--- src/rtl/glitch_pkg.sv ---
package glitch_pkg;

    localparam int unsigned DIV_STAGES = 4;
    localparam int unsigned CNT_W      = DIV_STAGES;
    localparam int unsigned SEL_W      = $clog2(DIV_STAGES);

    typedef enum logic [SEL_W-1:0] {
        RATE_DIV2  = 2'd0,
        RATE_DIV4  = 2'd1,
        RATE_DIV8  = 2'd2,
        RATE_DIV16 = 2'd3
    } rate_e;

    typedef struct packed {
        logic early;
        logic late;
    } sample_pair_t;

    // Last phase count value of a strobe period: 2^(sel+1) - 1.
    function automatic logic [CNT_W-1:0] strobe_limit(input rate_e sel);
        logic [CNT_W:0] span;
        span = (CNT_W+1)'(1) << (int'(sel) + 1);
        return CNT_W'(span - 1'b1);
    endfunction

endpackage

--- src/rtl/gf_tap_chain.sv ---
module gf_tap_chain
    import glitch_pkg::*;
#(
    parameter int unsigned STAGES = DIV_STAGES
) (
    input  logic              clk,
    input  logic              rst,
    output logic [STAGES-1:0] div_tap,
    output logic [STAGES-1:0] strobe_tap
);

    logic [STAGES-1:0] cnt_q;

    always_ff @(posedge clk) begin
        if (rst) begin
            cnt_q <= '0;
        end else begin
            cnt_q <= cnt_q + STAGES'(1);
        end
    end

    assign div_tap = cnt_q;

    // Each stage pulses once per wrap of the bits below and including it.
    for (genvar k = 0; k < STAGES; k++) begin : g_strobe
        assign strobe_tap[k] = &cnt_q[k:0];
    end

endmodule

--- src/rtl/gf_strobe_gen.sv ---
module gf_strobe_gen
    import glitch_pkg::*;
(
    input  logic  clk,
    input  logic  rst,
    input  rate_e sel,
    output logic  stb
);

    rate_e            sel_q;
    logic [CNT_W-1:0] phase_q;
    logic             sel_change;
    logic             at_limit;

    assign sel_change = (sel != sel_q);
    assign at_limit   = (phase_q == strobe_limit(sel_q));
    assign stb        = at_limit && !sel_change;

    always_ff @(posedge clk) begin
        if (rst) begin
            sel_q   <= RATE_DIV2;
            phase_q <= '0;
        end else begin
            sel_q <= sel;
            if (sel_change || at_limit) begin
                phase_q <= '0;
            end else begin
                phase_q <= phase_q + CNT_W'(1);
            end
        end
    end

endmodule

--- src/rtl/gf_sync.sv ---
module gf_sync #(
    parameter int unsigned DEPTH = 2
) (
    input  logic clk,
    input  logic rst,
    input  logic din,
    output logic dout
);

    logic [DEPTH-1:0] chain_q;

    always_ff @(posedge clk) begin
        if (rst) begin
            chain_q <= '0;
        end else begin
            chain_q <= {chain_q[DEPTH-2:0], din};
        end
    end

    assign dout = chain_q[DEPTH-1];

endmodule

--- src/rtl/gf_sample_pair.sv ---
module gf_sample_pair
    import glitch_pkg::*;
(
    input  logic         clk,
    input  logic         rst,
    input  logic         stb,
    input  logic         din,
    output sample_pair_t samples,
    output logic         dout
);

    sample_pair_t smp_q;
    logic         out_q;

    always_ff @(posedge clk) begin
        if (rst) begin
            smp_q <= '0;
        end else if (stb) begin
            smp_q.early <= din;
            smp_q.late  <= smp_q.early;
        end
    end

    // Output follows only when both delayed samples agree.
    always_ff @(posedge clk) begin
        if (rst) begin
            out_q <= 1'b0;
        end else if (smp_q.early == smp_q.late) begin
            out_q <= smp_q.early;
        end
    end

    assign samples = smp_q;
    assign dout    = out_q;

endmodule

--- src/rtl/glitch_filter.sv ---
module glitch_filter
    import glitch_pkg::*;
#(
    parameter int unsigned SYNC_DEPTH = 2
) (
    input  logic                  clk,
    input  logic                  rst,
    input  logic                  sig_in,
    input  logic [SEL_W-1:0]      rate_sel,
    output logic                  sig_out,
    output logic [DIV_STAGES-1:0] div_tap,
    output logic [DIV_STAGES-1:0] strobe_tap
);

    logic         line_sync;
    logic         sel_stb;
    sample_pair_t smp_q;

    gf_tap_chain #(.STAGES(DIV_STAGES)) u_taps (
        .clk        (clk),
        .rst        (rst),
        .div_tap    (div_tap),
        .strobe_tap (strobe_tap)
    );

    gf_strobe_gen u_stb (
        .clk (clk),
        .rst (rst),
        .sel (rate_e'(rate_sel)),
        .stb (sel_stb)
    );

    gf_sync #(.DEPTH(SYNC_DEPTH)) u_sync (
        .clk  (clk),
        .rst  (rst),
        .din  (sig_in),
        .dout (line_sync)
    );

    gf_sample_pair u_pair (
        .clk     (clk),
        .rst     (rst),
        .stb     (sel_stb),
        .din     (line_sync),
        .samples (smp_q),
        .dout    (sig_out)
    );

endmodule

--- config.mk ---
export PLATFORM = sky130hd
export DESIGN_NAME = glitch_filter
export DESIGN_NICKNAME = d
export VERILOG_FILES = /design/src/rtl/glitch_pkg.sv /design/src/rtl/gf_tap_chain.sv /design/src/rtl/gf_strobe_gen.sv /design/src/rtl/gf_sync.sv /design/src/rtl/gf_sample_pair.sv /design/src/rtl/glitch_filter.sv
export SDC_FILE = /design/constraint.sdc
export NUM_CORES = 1
export LEC_CHECK = 0
export BUFFER_PORTS_ARGS = -buffer_cell sky130_fd_sc_hd__buf_4
export CORE_AREA = 2 2 39 41
export CTS_BUF_LIST = sky130_fd_sc_hd__clkbuf_16
export DETAILED_ROUTE_END_ITERATION = 6
export DIE_AREA = 0 0 41 43
export PLACE_DENSITY_LB_ADDON = 0.15
export SKIP_CTS_REPAIR_TIMING = 1
export SLEW_MARGIN = 40
export SYNTH_ARGS = -nofsm -noshare
export SYNTH_HDL_FRONTEND = slang
export SYNTH_SLANG_ARGS = --single-unit
--- constraint.sdc ---
create_clock -name clk -period 4.29 [get_ports clk]
set_clock_uncertainty 0.2 [all_clocks]
set_input_delay 0.858 -clock clk [delete_from_list [all_inputs] [get_ports clk]]
set_output_delay 0.858 -clock clk [all_outputs]
set_load 0.02 [all_outputs]
## Word level (Yosys, flattened, before mapping)

Index checks and enable logic that the tools add are counted.

| word-level totals | value |
|---|---|
| register bits after elaboration | 15 |
| output and inout bits | 9 |

| cells by class | value |
|---|---|
| add/subtract/negate cells | 4 |
| reductions and logical operators | 7 |
| shift-type cells | 1 |
| eq/ne operators | 3 |

Operator list:

| cell | number |
|---|---|
| $shl A1 B32 Y4 const A | 1 |
| $add A4 B1 Y4 const B | 2 |
| $eq A4 B4 Y1 | 1 |
| $reduce_and A4 Y1 | 1 |
| $sub A4 B1 Y4 const B | 1 |
| $add A2 B1 Y3 const B | 1 |
| $reduce_and A3 Y1 | 1 |
| $ne A2 B2 Y1 | 1 |
| $reduce_and A2 Y1 | 1 |
| $reduce_or A2 Y1 | 1 |
| $eq A1 B1 Y1 | 1 |
| $logic_and A1 B1 Y1 | 1 |
| $logic_not A1 Y1 | 1 |
| $logic_or A1 B1 Y1 | 1 |

## Longest topological paths before layout

Gate-level depths: netlist (run 1).

| depth | value |
|---|---|
| depth in word-level cells | 6 |
| mapped depth | 4 |
| mapped depth without buffers | 4 |

## Hierarchy

From an unflattened synthesis (run 1), not the netlist that was laid out.

| second synthesis, totals | value |
|---|---|
| cell total of the unflattened synthesis | 58 |
| area total of the unflattened synthesis | 611.8 sq um |

Modules (own cells, without submodules):

| module | area an instance (sq um) | cells an instance | instances |
|---|---|---|---|
| gf_strobe_gen | 292.8 | 29 | 1 |
| gf_tap_chain | 165.2 | 15 | 1 |
| gf_sample_pair | 101.3 | 10 | 1 |
| gf_sync | 52.6 | 4 | 1 |

## Worst setup path before layout (run 1)

No wires, ideal clock.

| timing | value |
|---|---|
| kind | reg2out |
| start point | register u_taps.cnt_q[0] (netlist: u_taps.div_tap[0]) |
| end point | output strobe_tap[2] |
| cell stages (with the launch flop) | 3 |
| arrival time | 1123 ps |
| path slack | 2109 ps |
| required time | 3232 ps |
| cell sequence | dfxtp_1 > ha_1 > ha_1 |

| between the ends | value |
|---|---|
| word-level cells in the longest chain between the ends | 1 |

Ends and longest elaborated chain:

| element | RTL line | source |
|---|---|---|
| start, declared | gf_tap_chain.sv:12 | `logic [STAGES-1:0] cnt_q;` |
| start signal, assigned | gf_tap_chain.sv:18 | `cnt_q <= cnt_q + STAGES'(1);` |
| $reduce_and A3 Y1 | gf_tap_chain.sv:26 | `assign strobe_tap[k] = &cnt_q[k:0];` |
| end, declared | glitch_filter.sv:12 | `output logic [DIV_STAGES-1:0] strobe_tap` |

No other way between the ends.

## Worst setup path in the final report (run 1)

Same ends and word-level chain as after synthesis.

==> qor.csv, run 1 <==
stage;metric;value;unit
cts;cts.clk_slew.worst_paths;0.04;ns
floorplan;core;1380;um2
sta;period_needed;2.22;ns
synth;synth_top_family_by_area;simple AND/OR/NAND/NOR gates;
synth;synth_async_sr_flop_share;0;%
synth;synth_edf_count;0;
run_status;status;complete, no violations;
routing;post_drt_wl_per_cell;12.0;um
cts;cts_tree;done;
synth;synthFlopType;dfxtp_1;
sta;fmax;450;MHz
synth;seq_area_frac_synth;46.4;%
sta;period_share;51.8;%
global_routing;grt_pass1_wl;1960;um
worst_setup_path;endpoint_kind;output port;
synth;ys_seq_elements;15;
min_path;min_path_type;reg -> reg;
sta;worst_pin_slew;0.303;ns
sta;setup_violations;0;
synth;synthMuxAreaShare;0;%
global_routing;overflow;0;
finish;area_delta_synth_final;28.6;%
worst_setup_path;cp_max_fo;5;
synth;synth_nets;72;
synth;yosys.area_share.simple;27.5;%
floorplan;pin_count;14;
synth;synth_compound_area_share;11.8;%
routing;drtIter0Drc;1;
global_routing;antenna_found_initial;0;
cts;clockRootBuffer;clkbuf_16;
worst_setup_path;worstPathArrival;1.16;ns
sta;final_max_slew_viol_count;0;
routing;vias_per_cell;5.31;
floorplan;rows;14;
synth;synth_top_area_share;46.4;%
worst_setup_path;start_kind;flip-flop;
synth;synthXorXnorAreaFrac;6.77;%
sta;fin_tns_setup;0;ns
power_and_ir_drop;p_leak;0.000349;uW
synth;yosysTopAreaCell;dfxtp_1;
cts;h-tree-depth;1;
sta;maxSlewHeadroom;79.7;%
sta;finalHoldViolations;0;
place;place_area;753;um2
synth;synth_cell_types;25;
cts;cts_buffer_depth;2;
sta;rsz0062_at_grt;false;
synth;synth.area.top_cells;dfxtp_1 46%, nor2b_1 6.8%, ha_1 5.8%;
routing;first_pass_iters;2;
worst_setup_path;crit_type;reg -> out;
global_routing;first_global_vias;484;
finish;nNetsFinal;88;
place;dp_hpwl;817;um
synth;yosysMostFrequentCell;dfxtp_1;
global_routing;grt_max_degree;13;
floorplan;dieHeight;43;um
finish;diodes;0;
floorplan;die_area;1760;um2
cts;cts-buffers-inserted;3;
synth;synth_fa_ha_area_share;5.80;%
power_and_ir_drop;p_per_area;426;nW/um2
routing;ant_nets;0;
floorplan;start_util;46.7;%
synth;syn_avg_cell_area;10.1;um2
worst_setup_path;required;3.23;ns
routing;wirelength;1140;um
place;portBuffers;13;
synth;syn_inst;64;
synth;ys_warn_count;0;
cts;clk_latency;0.24;ns
floorplan;die_w;41;um
place;gp_routability_congestion;0.755;
job;drv_cap;0;
cts;cts_sinks;15;
finish;drive_above_1_share;30.4;%
power_and_ir_drop;vdd_ir_drop_max;0.000297;V
routing;vias;504;
global_routing;grt_usage;16.8;%
synth;synth_area;647;um2
synth;synth_common_cells;15 x dfxtp_1, 7 x nor2b_1, 5 x nor2_1, 4 x nand2_1, 4 x xor2_1;
routing;drc_errors;0;
finish;fin_area;832;um2
==> cells in the final DEF (no fill, tap or decap) <==
cell type / instances
ha_1: 3
a31oi_1: 2
and3_1: 1
nor2_1: 5
o21a_2: 1
or3_1: 1
or3_4: 1
nor3b_2: 1
nand3b_1: 2
inv_1: 1
xor2_1: 4
nor3_2: 2
or3b_2: 1
buf_4: 13
o22ai_2: 1
dfxtp_1: 15
nand2_1: 4
nand3_1: 3
o21ai_0: 1
o22a_2: 1
o2111ai_1: 2
clkbuf_16: 3
nor3_1: 1
nor2b_1: 7
a21oi_1: 2
xnor2_1: 1
==> logic make-up after synthesis <==
logic type / after synthesis
xor gates and xnor gates: 5
and+or+nand+nor: 29
adders and majority gates: 3
AOI/OAI and AO/OA: 10
DFF: 15
buffers and inverters: 2
==> per-stage QoR <==
| step | utilization (%) | worst slack [ns] | cells | hold slack, ns | power [uW] |
|---|---|---|---|---|---|
| floorplan | - | 2.11 | 64 | 0.214 | 171 |
| global placement | 54.4 | 2.18 | 91 | 0.217 | 182 |
| detailed placement | 54.4 | 2.18 | 91 | 0.230 | 182 |
| CTS | 60.1 | 2.06 | 95 | 0.240 | 358 |
| global route | 60.1 | 2.01 | 95 | 0.263 | 368 |
| finish | 60.1 | 2.07 | 95 | 0.237 | 355 |
==> final cells by class <==
type | count | area, um2
fillers | 123 | 552
clock buffers | 3 | 75.1
clock inverters | 1 | 3.75
repair buffers | 13 | 97.6
flip-flops and latches | 15 | 300
well taps | 16 | 20.0
multi-input cells | 47 | 335
==> report_power, final <==
| part | switching, uW | internal (uW) | total, uW | leakage, uW |
|---|---|---|---|---|
| sequential | 5.60 | 145 | 151 | 0.000123 |
| combinational | 14.9 | 14.2 | 29.1 | 0.000184 |
| clock | 51.9 | 123 | 175 | 0.0000423 |
| total | 72.5 | 282 | 355 | 0.000349 |
==> path summary, 6_finish.rpt <==
check,slack [ns],start,depth (start not counted),end
min,0.24,u_sync.chain_q[0],1,u_sync.chain_q[1]
max,2.07,u_taps.div_tap[0],3,strobe_tap[2]
max reg2reg,2.71,u_stb.phase_q[2],4,u_pair.samples[0]
min reg2reg,0.24,u_sync.chain_q[0],1,u_sync.chain_q[1]
==> sequential cells by signal, indices dropped and copies added, names as in the netlist <==
signal,cells
u_taps.div_tap,4
u_stb.sel_q,2
u_stb.phase_q,4
u_pair.samples,2
u_sync.chain_q,2
u_pair.dout,1
==> per-layer routing <==
layer / GRT usage (%) / wire length (um) / up-vias
met5: 0 / 0 / -
met4: 6.00 / 14 / 0
met3: 9.42 / 72 / 3
met2: 23.8 / 552 / 11
met1: 20.7 / 505 / 235
li1: - / - / 255
==> critical path: stages, from the launching register on <==
cell and delay, ns:
dfxtp_1 0.35, ha_1 0.24, ha_1 0.18, buf_4 0.15
Power figures use the tool's default switching activity.
==> inputs of run 2 (changes only) <==
Settings changed: ABC_AREA set to 1, CORE_AREA 2 2 39 41 to unset, CORE_UTILIZATION set to 46, DIE_AREA 0 0 41 43 to unset.
Clock period 4.29 ns to 1.9 ns, I/O delays scaled along.
==> run 2 against run 1 <==
Effect of this change: count of clock-buffer cells in the layout unchanged; routed wire length is 12% higher; sequential share of layout area down 2.5 points; non-clock buffer count did not move; critical path type unchanged; critical endpoint unchanged; largest cell class unchanged.
==> qor.csv, run 2 <==
stage;metric;value;unit
run_status;status;complete, no violations;
floorplan;dieHeight;41.3;um
global_routing;grt_max_degree;9;
synth;synthMuxAreaShare;0;%
worst_setup_path;start_kind;flip-flop;
routing;drtIter0Drc;12;
cts;cts.clk_slew.worst_paths;0.04;ns
finish;nFillCells;119;
place;portBuffers;13;
cts;cts_sinks;15;
cts;cts_tree;done;
synth;synth.area.top_cells;dfxtp_1 42%, nand2_1 11%, nor2_1 10%;
synth;synthFlopType;dfxtp_1;
synth;synth_area;709;um2
global_routing;first_global_vias;536;
global_routing;antenna_found_initial;0;
synth;seq_area_frac_synth;42.3;%
cts;clockRootBuffer;clkbuf_16;
synth;synth_async_sr_flop_share;0;%
global_routing;grt_usage;19.2;%
routing;top_layer_used;met4;
power_and_ir_drop;p_leak;0.000425;uW
synth;synth_compound_area_share;3.53;%
worst_setup_path;ff2ff_path_depth;6;
worst_setup_path;ff2ff_setup_slack;0.49;ns
synth;synth_common_cells;20 x nand2_1, 19 x nor2_1, 15 x dfxtp_1, 15 x inv_1, 8 x nand3_1;
synth;yosysMostFrequentCell;nand2_1;
routing;dr_wl_met3;76;um
worst_setup_path;crit_path_start;u_taps.div_tap[0];
sta;period_needed;1.73;ns
routing;vias;627;
finish;nNetsFinal;124;
sta;worst_pin_slew;0.253;ns
synth;synth_top_area_share;42.3;%
synth;synth_top_family_by_area;simple AND/OR/NAND/NOR gates;
finish;drive_above_1_share;21.7;%
worst_setup_path;cp_num_cells;3;
finish;regArea;300;um2
routing;wl_met2;558;um
worst_setup_path;timing.critical_path.to;strobe_tap[2];
cts;cts-buffers-inserted;3;
synth;ys_warn_count;0;
worst_setup_path;cp_max_fo;5;
cts;h-tree-depth;1;
power_and_ir_drop;p_per_area;922;nW/um2
job;drv_cap;0;
worst_setup_path;crit_family;adder cells;
synth;synth_edf_count;0;
floorplan;pin_count;14;
global_routing;overflow;0;
synth;synth_cell_types;17;
finish;final_common_cell;nand2_1;
power_and_ir_drop;vdd_ir_drop_max;0.000761;V
synth;synth_fa_ha_area_share;5.29;%
synth;synthXorXnorAreaFrac;2.47;%
sta;maxSlewHeadroom;83.1;%
worst_setup_path;crit_type;reg -> out;
worst_setup_path;slowest_delay;0.34;ns
worst_setup_path;endpoint_kind;output port;
finish;multi_input_area;330;um2
sta;fin_tns_setup;0;ns
synth;syn_inst;100;
routing;vias_per_cell;4.82;
worst_setup_path;required;1.32;ns
sta;period_share;91.2;%
worst_setup_path;timing.rr.end;u_stb.phase_q[0];
cts;clk_latency;0.24;ns
place;gp_routability_congestion;0.713;
floorplan;core;1370;um2
place;place_area;815;um2
place;dp_hpwl;930;um
worst_setup_path;crit_slowest_cell;dfxtp_1;
sta;final_max_slew_viol_count;0;
routing;wirelength;1280;um
floorplan;die_w;41.3;um
synth;synth_nets;108;
routing;ant_nets;0;
synth;yosysTopAreaCell;dfxtp_1;
finish;diodes;0;
floorplan;rows;13;
routing;post_drt_wl_per_cell;9.84;um
routing;wl_met1;593;um
cts;cts_buffer_depth;2;
floorplan;start_util;51.9;%
synth;ys_seq_elements;15;
finish;final_cell_mix;20 x nand2_1, 19 x nor2_1, 16 x inv_1;
worst_setup_path;path_cells;ha_1 > ha_1 > buf_4;
sta;finalHoldViolations;0;
sta;setup_violations;0;
finish;area_delta_synth_final;25.9;%
synth;syn_avg_cell_area;7.09;um2
synth;yosys.area_share.simple;35.3;%
min_path;min_path_type;in -> reg;
worst_setup_path;path_buf_inv;1;
sta;rsz0062_at_grt;false;
worst_setup_path;crit_top_cell;ha_1;
routing;drc_errors;0;
routing;first_pass_iters;4;
worst_setup_path;worstPathArrival;1.15;ns
floorplan;die_area;1700;um2
global_routing;grt_pass1_wl;2030;um
finish;fin_area;893;um2
sta;fmax;577;MHz
worst_setup_path;timing.rr.start;u_stb.sel_q[1];
==> run 2: cell types whose count changed after synthesis, moves of 3 or more <==
cell	delta
inv_1	+15
inv_2	+3
nor2b_1	-7
nand3_1	+5
nand2_1	+16
xor2_1	-3
nand2_2	+3
nor2_1	+14
==> run 2: worst min-delay path by stage <==
| stage | startpoint | to | slack [ns] | depth (start not counted) |
|---|---|---|---|---|
| after global routing | sig_in | u_sync.chain_q[0] | 0.14 | 3 |
| after detailed placement | u_sync.chain_q[0] | u_sync.chain_q[1] | 0.21 | 2 |
| after global placement | u_sync.chain_q[0] | u_sync.chain_q[1] | 0.20 | 2 |
| after floorplan | u_sync.chain_q[0] | u_sync.chain_q[1] | 0.19 | 2 |
| after CTS | sig_in | u_sync.chain_q[0] | 0.14 | 3 |
| final | sig_in | u_sync.chain_q[0] | 0.14 | 3 |
==> run 2: final cells by class <==
| class | count | share of cell area [%] |
|---|---|---|
| clock buffers | 3 | 8.40 |
| clock inverters | 1 | 0.420 |
| inverters | 18 | 7.56 |
| multi-input cells | 65 | 37.0 |
| flip-flops and latches | 15 | 33.6 |
| well taps | 15 | 2.10 |
| repair buffers | 13 | 10.9 |
==> run 2: cells by family (layout without fill, tap and decap cells) <==
logic type,Yosys count,count (layout)
AO/OA/AOI/OAI,5,5
flip-flops,15,15
AND/OR/NAND/NOR,55,55
buffers and inverters,20,35
XOR/XNOR,2,2
adder cells (fa/ha/maj),3,3
==> run 2: stage by stage <==
stage	cells	total power [uW]	setup WS (ns)	hold slack (ns)	util, %
after global placement	126	429	0.433	0.204	59.6
after detailed placement	126	431	0.419	0.208	59.6
after CTS	130	833	0.154	0.138	65.4
final	130	824	0.167	0.143	65.4
after floorplan	100	404	0.131	0.188	-
after global routing	130	855	0.0840	0.141	65.4
==> run 2: where the power goes <==
part	switching (uW)	internal [uW]	leakage [uW]	total [uW]
clock	121	278	0.0000423	398
sequential	13.6	328	0.000123	342
combinational	49.3	34.1	0.000260	83.4
==> run 2: worst min-delay path: cells and delay by family <==
| kind | cells | cell delay, ns |
|---|---|---|
| AND/OR/NAND/NOR | 1 | 0.07 |
| buffers and inverters | 2 | 0.10 |
==> run 2: metal layers <==
layer / up-vias / track usage (%)
met5: - / 0
met4: 0 / 14.5
met3: 9 / 9.24
met2: 22 / 28.5
met1: 261 / 20.7
li1: 335 / -
==> inputs of run 3 (changes only) <==
Settings changed: REMOVE_ABC_BUFFERS set to 1.
==> run 3 against run 2 <==
Effect of this change: non-clock buffer count is the same; clock power is 1% higher; global-route usage up 0.25 points.
==> qor.csv, run 3 (same netlist as run 2, synthesis figures left out) <==
stage;metric;value;unit
run_status;status;complete, no violations;
power_and_ir_drop;power_frac_comb;9.9;%
sta;worst_hold_slack;0.143;ns
routing;drc_errors;0;
finish;final_cell_mix;20 x nand2_1, 19 x nor2_1, 16 x inv_1;
cts;cts_sinks;15;
floorplan;dieHeight;41.3;um
power_and_ir_drop;pwr-share-seq;41.3;%
sta;final_max_slew_viol_count;0;
cts;clk_latency;0.24;ns
cts;cts-buffers-inserted;3;
worst_setup_path;path_cells;ha_1 > ha_1 > buf_4;
min_path;hp-start;sig_in;
floorplan;die_area;1700;um2
worst_setup_path;cp_max_fo;5;
sta;worst_pin_slew;0.242;ns
power_and_ir_drop;p_sw_share;22.5;%
cts;cts_buffer_depth;2;
sta;period_share;91.4;%
global_routing;grt_max_degree;9;
place;portBuffers;13;
worst_setup_path;crit_family;adder cells;
power_and_ir_drop;netSwitchingPower;186;uW
routing;vias;616;
worst_setup_path;path_buf_inv;1;
finish;diodes;0;
floorplan;pin_count;14;
global_routing;grt_usage;19.4;%
global_routing;top_usage_layer;met2;
power_and_ir_drop;p_per_area;926;nW/um2
cts;h-tree-depth;1;
finish;postLayoutCoreUtil;65.4;%
routing;first_pass_iters;4;
finish;final_common_cell;nand2_1;
global_routing;gr-usage-met1;21.8;%
finish;drive_above_1_share;21.7;%
floorplan;die_w;41.3;um
routing;drtIter0Drc;11;
global_routing;grtUsageMet2;28.9;%
place;gp_routability_congestion;0.744;
routing;vias_per_cell;4.74;
worst_setup_path;required;1.32;ns
worst_setup_path;timing.rr.start;u_stb.sel_q[1];
cts;cts_tree;done;
floorplan;rows;13;
sta;period_needed;1.74;ns
sta;setup_violations;0;
worst_setup_path;endpoint_kind;output port;
routing;wirelength;1280;um
power_and_ir_drop;total_power;827;uW
global_routing;overflow;0;
place;dp_hpwl;934;um
worst_setup_path;crit_slowest_cell;dfxtp_1;
min_path;min_path_type;in -> reg;
sta;finalHoldViolations;0;
worst_setup_path;start_kind;flip-flop;
sta;fmax;576;MHz
global_routing;first_global_vias;493;
sta;rsz0062_at_grt;false;
power_and_ir_drop;intPower;641;uW
power_and_ir_drop;p_clk_share;48.8;%
floorplan;core;1370;um2
finish;nNetsFinal;124;
worst_setup_path;crit_type;reg -> out;
global_routing;grt_use_met3;8.15;%
routing;post_drt_wl_per_cell;9.84;um
worst_setup_path;slowest_delay;0.34;ns
finish;area_delta_synth_final;25.9;%
worst_setup_path;worstPathArrival;1.16;ns
sta;maxSlewHeadroom;83.8;%
cts;cts.clk_slew.worst_paths;0.05;ns
global_routing;antenna_found_initial;0;
cts;clockRootBuffer;clkbuf_16;
global_routing;grt_pass1_wl;1980;um
routing;ant_nets;0;
job;drv_cap;0;
power_and_ir_drop;vdd_ir_drop_max;0.000614;V
worst_setup_path;crit_top_cell;ha_1;
power_and_ir_drop;p_leak;0.000425;uW
floorplan;start_util;51.9;%
worst_setup_path;crit_path_start;u_taps.div_tap[0];
## run 3: cell counts in the layout (fill, tap and decap cells not counted)
No cell type changed its count.
## run 3: area by class of cell
class	count	area, um2
clock inverters	1	3.75
multi-input cells	65	330
repair buffers	13	97.6
clock buffers	3	75.1
inverters	18	67.6
flip-flops and latches	15	300
fillers	131	473
well taps	15	18.8
## run 3: worst min-delay path: cells and delay by family
| kind | cells | cell delay [ns] |
|---|---|---|
| buffers and inverters | 2 | 0.11 |
| AND/OR/NAND/NOR | 1 | 0.07 |
## run 3: stage by stage
stage	TNS (ns)	instances	cell area (um2)	worst slack, ns
after floorplan	-0.00708	98	698	-0.00708
after global placement	0	126	815	0.441
after detailed placement	0	126	815	0.420
after CTS	0	130	893	0.143
after global routing	0	130	893	0.0745
final	0	130	893	0.163
## run 3: final timing paths
check	depth (start not counted)	slack, ns	to
hold / removal	3	0.14	u_sync.chain_q[0]
setup / recovery	3	0.16	strobe_tap[2]
setup reg to reg	6	0.54	u_stb.phase_q[3]
hold reg to reg	2	0.20	u_sync.chain_q[1]
## run 3: power groups by stage
stage	Clock [uW]	Combinational [uW]	Sequential, uW
3_5_place_dp	0	82.2	348
6_report	403	82.1	342
2_1_floorplan	0	46.0	354
3_3_place_gp	0	81.5	347
4_1_cts	412	82.6	342
5_1_grt	427	92.5	343
## run 3: layer usage
layer,vias to the layer above,wire length (um)
met1,260,613
met4,0,38
li1,333,-
met2,19,552
met3,4,75
met5,-,0
